==> config.mk <==
export PLATFORM = sky130hd
export DESIGN_NAME = perf_triad
export DESIGN_NICKNAME = d
export VERILOG_FILES = /design/src/rtl/pmc_pkg.sv /design/src/rtl/pmc_arm.sv /design/src/rtl/pmc_counter.sv /design/src/rtl/perf_triad.sv
export SDC_FILE = /design/constraint.sdc
export NUM_CORES = 1
export LEC_CHECK = 0
export BUFFER_PORTS_ARGS = -buffer_cell sky130_fd_sc_hd__buf_2
export CORE_ASPECT_RATIO = 1.1
export CORE_MARGIN = 1.5
export CORE_UTILIZATION = 40
export CTS_CLUSTER_SIZE = 28
export DETAILED_ROUTE_END_ITERATION = 7
export PLACE_DENSITY_LB_ADDON = 0.25
export SLEW_MARGIN = 20
export SYNTH_ARGS = -nofsm -noshare
export SYNTH_HDL_FRONTEND = slang
export SYNTH_HIERARCHICAL = 1
export SYNTH_SLANG_ARGS = --single-unit
==> constraint.sdc <==
create_clock -name clk -period 4.9 [get_ports clk]
set_clock_uncertainty 0.15 [all_clocks]
set_input_delay 0.245 -clock clk [delete_from_list [all_inputs] [get_ports clk]]
set_output_delay 0.245 -clock clk [all_outputs]
set_load 0.005 [all_outputs]
==> src/rtl/pmc_pkg.sv <==
package pmc_pkg;

    localparam int DATA_W   = 32;
    localparam int SRC_W    = 4;
    localparam int PRIV_W   = 2;
    localparam int MODE_W   = 2;

    localparam logic [SRC_W-1:0]  SRC_OFF    = 4'h0;
    localparam logic [SRC_W-1:0]  SRC_MARK   = 4'h1;
    localparam logic [SRC_W-1:0]  SRC_CMP0   = 4'h2;
    localparam logic [SRC_W-1:0]  SRC_ALWAYS = 4'hF;

    typedef enum logic [MODE_W-1:0] {
        MODE_ONESHOT = 2'b00,
        MODE_TRACE   = 2'b01,
        MODE_RSVD2   = 2'b10,
        MODE_RSVD3   = 2'b11
    } mode_e;

    typedef struct packed {
        logic [PRIV_W-1:0] en_priv;
        logic [SRC_W-1:0]  en_src;
        logic [PRIV_W-1:0] cnt_priv;
        logic [4:0]        evt_sel;
        mode_e             mode;
    } ctrl_t;

    function automatic ctrl_t unpack_ctrl(input logic [DATA_W-1:0] d);
        ctrl_t c;
        c.mode     = mode_e'(d[2:1]);
        c.evt_sel  = d[8:4];
        c.cnt_priv = d[13:12];
        c.en_src   = d[19:16];
        c.en_priv  = d[21:20];
        return c;
    endfunction

    function automatic logic priv_pass(input logic [PRIV_W-1:0] code,
                                       input logic sup, input logic tid);
        case (code)
            2'b00:   return 1'b1;
            2'b01:   return !sup && tid;
            2'b10:   return sup;
            default: return sup && tid;
        endcase
    endfunction

endpackage

==> src/rtl/pmc_arm.sv <==
module pmc_arm
    import pmc_pkg::*;
#(
    parameter int NUM_CMP = 6
) (
    input  logic               clk,
    input  logic               rst,
    input  logic               ctrl_wr,
    input  logic [SRC_W-1:0]   en_src,
    input  logic [PRIV_W-1:0]  en_priv,
    input  logic               mode_ok,
    input  logic               mark_pulse,
    input  logic [NUM_CMP-1:0] cmp_evt,
    input  logic               priv_sup,
    input  logic               tid_match,
    input  logic               stop_all,
    output logic               armed,
    output logic               run
);
    localparam int CMP_LAST = int'(SRC_CMP0) + NUM_CMP - 1;

    logic armed_q;
    logic src_pulse;
    logic src_valid;
    logic hit;

    always_comb begin
        src_pulse = 1'b0;
        src_valid = 1'b0;
        if (en_src == SRC_MARK) begin
            src_pulse = mark_pulse;
            src_valid = 1'b1;
        end else begin
            for (int k = 0; k < NUM_CMP; k++) begin
                if (int'(en_src) == int'(SRC_CMP0) + k) begin
                    src_pulse = cmp_evt[k];
                    src_valid = 1'b1;
                end
            end
        end
    end

    assign hit = src_valid && src_pulse && priv_pass(en_priv, priv_sup, tid_match);

    always_ff @(posedge clk) begin
        if (rst)           armed_q <= 1'b0;
        else if (ctrl_wr)  armed_q <= 1'b0;
        else if (stop_all) armed_q <= 1'b0;
        else if (hit)      armed_q <= 1'b1;
    end

    assign armed = armed_q;
    assign run   = mode_ok && ((en_src == SRC_ALWAYS) || (armed_q && src_valid));


    armed_clr_chk: assert property (@(posedge clk) disable iff (rst)
        ctrl_wr |=> !armed_q);


    arm_latch_chk: assert property (@(posedge clk) disable iff (rst)
        (!ctrl_wr && !stop_all && armed_q) |=> armed_q);


    cmp_range_chk: assert property (@(posedge clk) disable iff (rst)
        (int'(en_src) > CMP_LAST && en_src != SRC_ALWAYS) |-> !run);

endmodule

==> src/rtl/pmc_counter.sv <==
module pmc_counter #(
    parameter int CNT_W = 32
) (
    input  logic             clk,
    input  logic             rst,
    input  logic             load,
    input  logic [CNT_W-1:0] load_val,
    input  logic             step,
    input  logic             oneshot,
    input  logic             trace_mode,
    input  logic             trace_req,
    output logic [CNT_W-1:0] cnt,
    output logic [CNT_W-1:0] shadow,
    output logic             zero,
    output logic             en,
    output logic             stop_now
);
    localparam logic [CNT_W-1:0] ONE = CNT_W'(1);

    logic [CNT_W-1:0] cnt_q, shadow_q;
    logic             zero_q, en_q;
    logic             step_eff;

    assign step_eff = step && (trace_mode || (oneshot && en_q));
    assign stop_now = !load && oneshot && en_q && step && (cnt_q == ONE);

    always_ff @(posedge clk) begin
        if (rst) begin
            cnt_q    <= '0;
            shadow_q <= '0;
            zero_q   <= 1'b0;
            en_q     <= 1'b0;
        end else if (load) begin
            cnt_q    <= load_val;
            shadow_q <= load_val;
            zero_q   <= 1'b0;
            en_q     <= 1'b1;
        end else begin
            zero_q <= step_eff && (cnt_q == ONE);
            if (step_eff)               cnt_q    <= cnt_q - ONE;
            if (stop_now)               en_q     <= 1'b0;
            if (trace_mode && trace_req) shadow_q <= cnt_q;
        end
    end

    assign cnt    = cnt_q;
    assign shadow = shadow_q;
    assign zero   = zero_q;
    assign en     = en_q;


    zero_pulse_chk: assert property (@(posedge clk) disable iff (rst)
        zero_q |=> !zero_q);


    stopped_hold_chk: assert property (@(posedge clk) disable iff (rst)
        (oneshot && !en_q && !load) |=> $stable(cnt_q));


    idle_hold_chk: assert property (@(posedge clk) disable iff (rst)
        (!step && !load) |=> $stable(cnt_q));


    shadow_hold_chk: assert property (@(posedge clk) disable iff (rst)
        (!load && !(trace_mode && trace_req)) |=> $stable(shadow_q));


    load_en_chk: assert property (@(posedge clk) disable iff (rst)
        load |=> (en_q && !zero_q));

endmodule

==> src/rtl/perf_triad.sv <==
module perf_triad
    import pmc_pkg::*;
#(
    parameter int CNT_W   = 32,
    parameter int NUM_CNT = 3,
    parameter int NUM_CMP = 6,
    parameter int NUM_EVT = 32
) (
    input  logic                     clk,
    input  logic                     rst,
    input  logic                     wr_en,
    input  logic [1:0]               wr_addr,
    input  logic [DATA_W-1:0]        wr_data,
    input  logic                     mark_pulse,
    input  logic [NUM_CMP-1:0]       cmp_evt,
    input  logic [NUM_EVT-1:0]       evt_lines,
    input  logic                     priv_sup,
    input  logic                     tid_match,
    input  logic                     trace_req,
    output logic [NUM_CNT-1:0]       zero_evt,
    output logic [NUM_CNT*CNT_W-1:0] cnt_val,
    output logic [NUM_CNT*CNT_W-1:0] shadow_val
);
    localparam int SEL_W = (NUM_EVT > 1) ? $clog2(NUM_EVT) : 1;

    ctrl_t              ctrl_q;
    logic               ctrl_wr;
    logic               mode_ok, oneshot, trace_mode;
    logic               run, armed;
    logic               evt_hit, cnt_step;
    logic               stop_all;
    logic [NUM_CNT-1:0] load, en, stop_now, done;
    logic [SEL_W-1:0]   sel;

    assign ctrl_wr = wr_en && (wr_addr == 2'd0);

    always_ff @(posedge clk) begin
        if (rst)          ctrl_q <= '0;
        else if (ctrl_wr) ctrl_q <= unpack_ctrl(wr_data);
    end

    assign oneshot    = (ctrl_q.mode == MODE_ONESHOT);
    assign trace_mode = (ctrl_q.mode == MODE_TRACE);
    assign mode_ok    = oneshot || trace_mode;

    assign sel      = SEL_W'(ctrl_q.evt_sel);
    assign evt_hit  = (int'(ctrl_q.evt_sel) < NUM_EVT) && evt_lines[sel];
    assign cnt_step = run && evt_hit && priv_pass(ctrl_q.cnt_priv, priv_sup, tid_match);

    assign stop_all = oneshot && (|stop_now) && (&done);

    pmc_arm #(.NUM_CMP(NUM_CMP)) u_arm (
        .clk        (clk),
        .rst        (rst),
        .ctrl_wr    (ctrl_wr),
        .en_src     (ctrl_q.en_src),
        .en_priv    (ctrl_q.en_priv),
        .mode_ok    (mode_ok),
        .mark_pulse (mark_pulse),
        .cmp_evt    (cmp_evt),
        .priv_sup   (priv_sup),
        .tid_match  (tid_match),
        .stop_all   (stop_all),
        .armed      (armed),
        .run        (run)
    );

    for (genvar i = 0; i < NUM_CNT; i++) begin : g_cnt
        assign load[i] = wr_en && (int'(wr_addr) == i + 1);
        assign done[i] = !(en[i] || load[i]) || stop_now[i];

        pmc_counter #(.CNT_W(CNT_W)) u_cnt (
            .clk        (clk),
            .rst        (rst),
            .load       (load[i]),
            .load_val   (wr_data[CNT_W-1:0]),
            .step       (cnt_step),
            .oneshot    (oneshot),
            .trace_mode (trace_mode),
            .trace_req  (trace_req),
            .cnt        (cnt_val[i*CNT_W +: CNT_W]),
            .shadow     (shadow_val[i*CNT_W +: CNT_W]),
            .zero       (zero_evt[i]),
            .en         (en[i]),
            .stop_now   (stop_now[i])
        );
    end


    rsvd_mode_chk: assert property (@(posedge clk) disable iff (rst)
        (!mode_ok && !(|load)) |=> $stable(cnt_val));


    last_stop_chk: assert property (@(posedge clk) disable iff (rst)
        (stop_all && !ctrl_wr) |=> !armed);

endmodule

==> flow_metrics.tcl <==
set metrics [dict create \
    drt_iter0_markers 1106 \
    start_util_pct 40.72 \
    finalHoldViolCount 0 \
    avgViaCountPerCell 5.998 \
    yosysWarnings 6 \
    grt_pass1_wl_um 63400 \
    fillers 2728 \
    dp_cells 1909 \
    drtPass1Iterations 5 \
    setup_viol 0 \
    die_area_sq_mm 0.02939 \
    synth_edf_count 0 \
    p_leak_nw 6.068 \
    crit_arrival_ns 3.89 \
    cp-end-kind "flop" \
    worst_pin_slew_ns 0.9760 \
    multi_input_area_sq_mm 0.006519 \
    layout.nets 1688 \
    grt_max_degree 90 \
    path_class "flop to flop" \
    finalInstanceArea_sq_mm 0.01408 \
    synth-seq-cells 214 \
    slew_headroom_pct 34.50 \
    synthArstFlopShare_pct 0 \
    clockBufferDepth 3 \
    vias 11910 \
    syn-cell-area_sq_mm 0.01135 \
    postRouteAntennaNets 0 \
    clk-insertion-delay-late_ns 0.52 \
    floorplan.die.height_um 179.7 \
    cts.htree.levels 1 \
    portBuffers 273 \
    drc 0 \
    area_growth_syn_to_layout_pct 24.08 \
    ys_seq_area_share_pct 37.75 \
    num_rows 64 \
    fmax_mhz 274.0 \
    grt_overflow_total 0 \
    die_w_um 163.6 \
    pin_count 274 \
    place.gp.congestion 0.8873 \
    synth_ff_type "dfxtp_1" \
    required_ns 5.14 \
    root_buffer "clkbuf_16" \
    power_density_mw_per_mm2 337.6 \
    fin_crit_sh_pct 74.47 \
    clock_sinks 214 \
    final_cell_count_no_fill 1986 \
    rsz0062_at_grt "no" \
    cts_resized 0 \
    clk_pin_slew_ns 0.06 \
    period_needed_ns 3.649 \
    numCtsBuffers 24 \
    synth_cells 1357 \
    synth_fp_nets 1442 \
    regArea_sq_mm 0.004284 \
    outcome "completed" \
    cts_tree "done" \
    drv_cap 0 \
    dpl_cell_area_sq_mm 0.01289 \
    slew_viol_final 0 \
    hold_class "input pin to flop" \
    grt_pass1_vias 10830 \
    critical_path.max_fanout 18 \
    core_sq_mm 0.02787 \
    synth_cell_type_count 86 \
    cp-start-kind "flop" \
    irDropWorstVdd_uv 213.6 \
    wl_per_cell_um 21.15 \
    antenna_found_initial 2 \
    finalSetupTns_ns 0 \
    wirelength_um 42000 \
    dp_hpwl_um 28690 \
    drive_gt1_share_pct 24.06 \
    synth_area_per_cell_sq_um 8.362 \
    grt_usage_pct 27.31 \
]
metal layers:
metal | track usage [%] | vias to the layer above | routed length, um
li1 | - | 5576 | -
met1 | 36.84 | 5688 | 17810
met2 | 43.24 | 555 | 18960
met3 | 3.899 | 94 | 3331
met4 | 11.89 | 0 | 1891
met5 | 0 | - | 0
sequential cells by signal (all words and copies together), names as in the netlist:
signal / flops
g_cnt.u_cnt/cnt: 96
g_cnt.u_cnt/shadow: 96
ctrl_q: 10
sel: 5
g_cnt.u_cnt/en: 3
g_cnt.u_cnt/zero: 3
u_arm/armed: 1
worst max-delay path, stage by stage, from the launching register on:
cell and delay [ns]:
dfxtp_1 0.47, and3_2 0.22, o21ai_0 0.06, a21boi_0 0.16, o21ai_0 0.10, a221oi_1 0.22
o311a_1 0.63, a21o_1 0.57, or4b_2 0.63, a32oi_1 0.21, a21oi_1 0.08
layout by cell type (no fill, tap or decap), types with 10 or more instances in the layout:
cell           Yosys  routed
xor2_1            10      10
o21a_1            21      21
or3_1             15      15
dfxtp_1          214     214
nor4_1            30      30
nand3_1           57      57
buf_4              1      16
o21bai_1          22      22
clkbuf_16          0      25
buf_2              5     272
inv_1             34      33
o31ai_1           13      13
nor3_1            43      43
xnor2_1           15      15
a21boi_0          18      18
nor2_1            98      98
a311oi_1          41      41
o21ai_0           27      27
or4_1             22      22
a211oi_1          21      21
nand2_1          135     135
dlygate4sd3_1      0      31
mux2i_1           66      66
a31oi_1           23      23
nand2b_1          18      18
a21oi_1          135     135
mux2_2            13      13
path summary, 6_finish.rpt:
check | startpoint | endpoint | depth (start not counted) | slack, ns
setup reg to reg | ctrl_q[9] | g_cnt[0].u_cnt/cnt[30] | 10 | 1.25
setup / recovery | ctrl_q[9] | g_cnt[0].u_cnt/cnt[30] | 10 | 1.25
hold reg to reg | u_arm/armed | u_arm/armed | 2 | 0.29
hold / removal | wr_data[29] | g_cnt[2].u_cnt/shadow[29] | 3 | 0.02
repair_timing:
| item | in CTS | in global routing |
|---|---|---|
| endpoints found under the hold margin | 57 | 0 |
| hold buffers | 31 | 0 |
| setup buffers | 0 | 0 |
cell families after synthesis:
group | count (synthesis) | share of synthesized area (%)
AND/OR/NAND/NOR | 500 | 23.06
XOR/XNOR | 25 | 1.930
flip-flops | 214 | 37.76
buffers and inverters | 135 | 4.830
AO/OA/AOI/OAI | 390 | 23.03
multiplexers | 87 | 8.733
adder cells (fa/ha/maj) | 6 | 0.6616
per-stage QoR:
| stage | setup WS [ns] | power [mW] | utilization, % | hold WS [ns] |
|---|---|---|---|---|
| final | 1.251 | 4.753 | 50.53 | 0.01895 |
| after global routing | 1.036 | 4.931 | 50.51 | 0.03822 |
| after CTS | 1.219 | 4.767 | 50.51 | 0.01311 |
| after detailed placement | 1.235 | 2.748 | 46.26 | 0.2903 |
| after global placement | 1.329 | 2.734 | 46.26 | 0.2845 |
| after floorplan | 1.910 | 2.444 | - | 0.1641 |
where the power goes:
part / internal, mW / switching (mW)
sequential: 1.83 / 0.112
combinational: 0.327 / 0.478
clock: 1.22 / 0.787
Yosys cell counts, types with 21 or more instances:
| library cell | n | area [sq um] |
|---|---|---|
| dfxtp_1 | 214 | 4284 |
| a21oi_1 | 135 | 675.7 |
| nand2_1 | 135 | 506.7 |
| nor2_1 | 98 | 367.9 |
| clkbuf_1 | 84 | 315.3 |
| mux2i_1 | 66 | 660.6 |
| nand3_1 | 57 | 285.3 |
| nor3_1 | 43 | 215.2 |
| a311oi_1 | 41 | 359.1 |
| inv_1 | 34 | 127.6 |
| nor4_1 | 30 | 187.7 |
| o21ai_0 | 27 | 135.1 |
| a31oi_1 | 23 | 143.9 |
| o21bai_1 | 22 | 165.2 |
| or4_1 | 22 | 165.2 |
| a211oi_1 | 21 | 157.7 |
| o21a_1 | 21 | 157.7 |
final cells by class:
type / count / area share (%)
multi-input combinational: 1008 / 46.30
tap: 363 / 3.226
inverter: 35 / 0.9331
clock inverter: 17 / 1.573
clock buffer: 27 / 4.639
timing repair buffer: 320 / 12.87
antenna: 2 / 0.03555
sequential: 214 / 30.43
No activity file was read; power rests on OpenSTA's default activity.
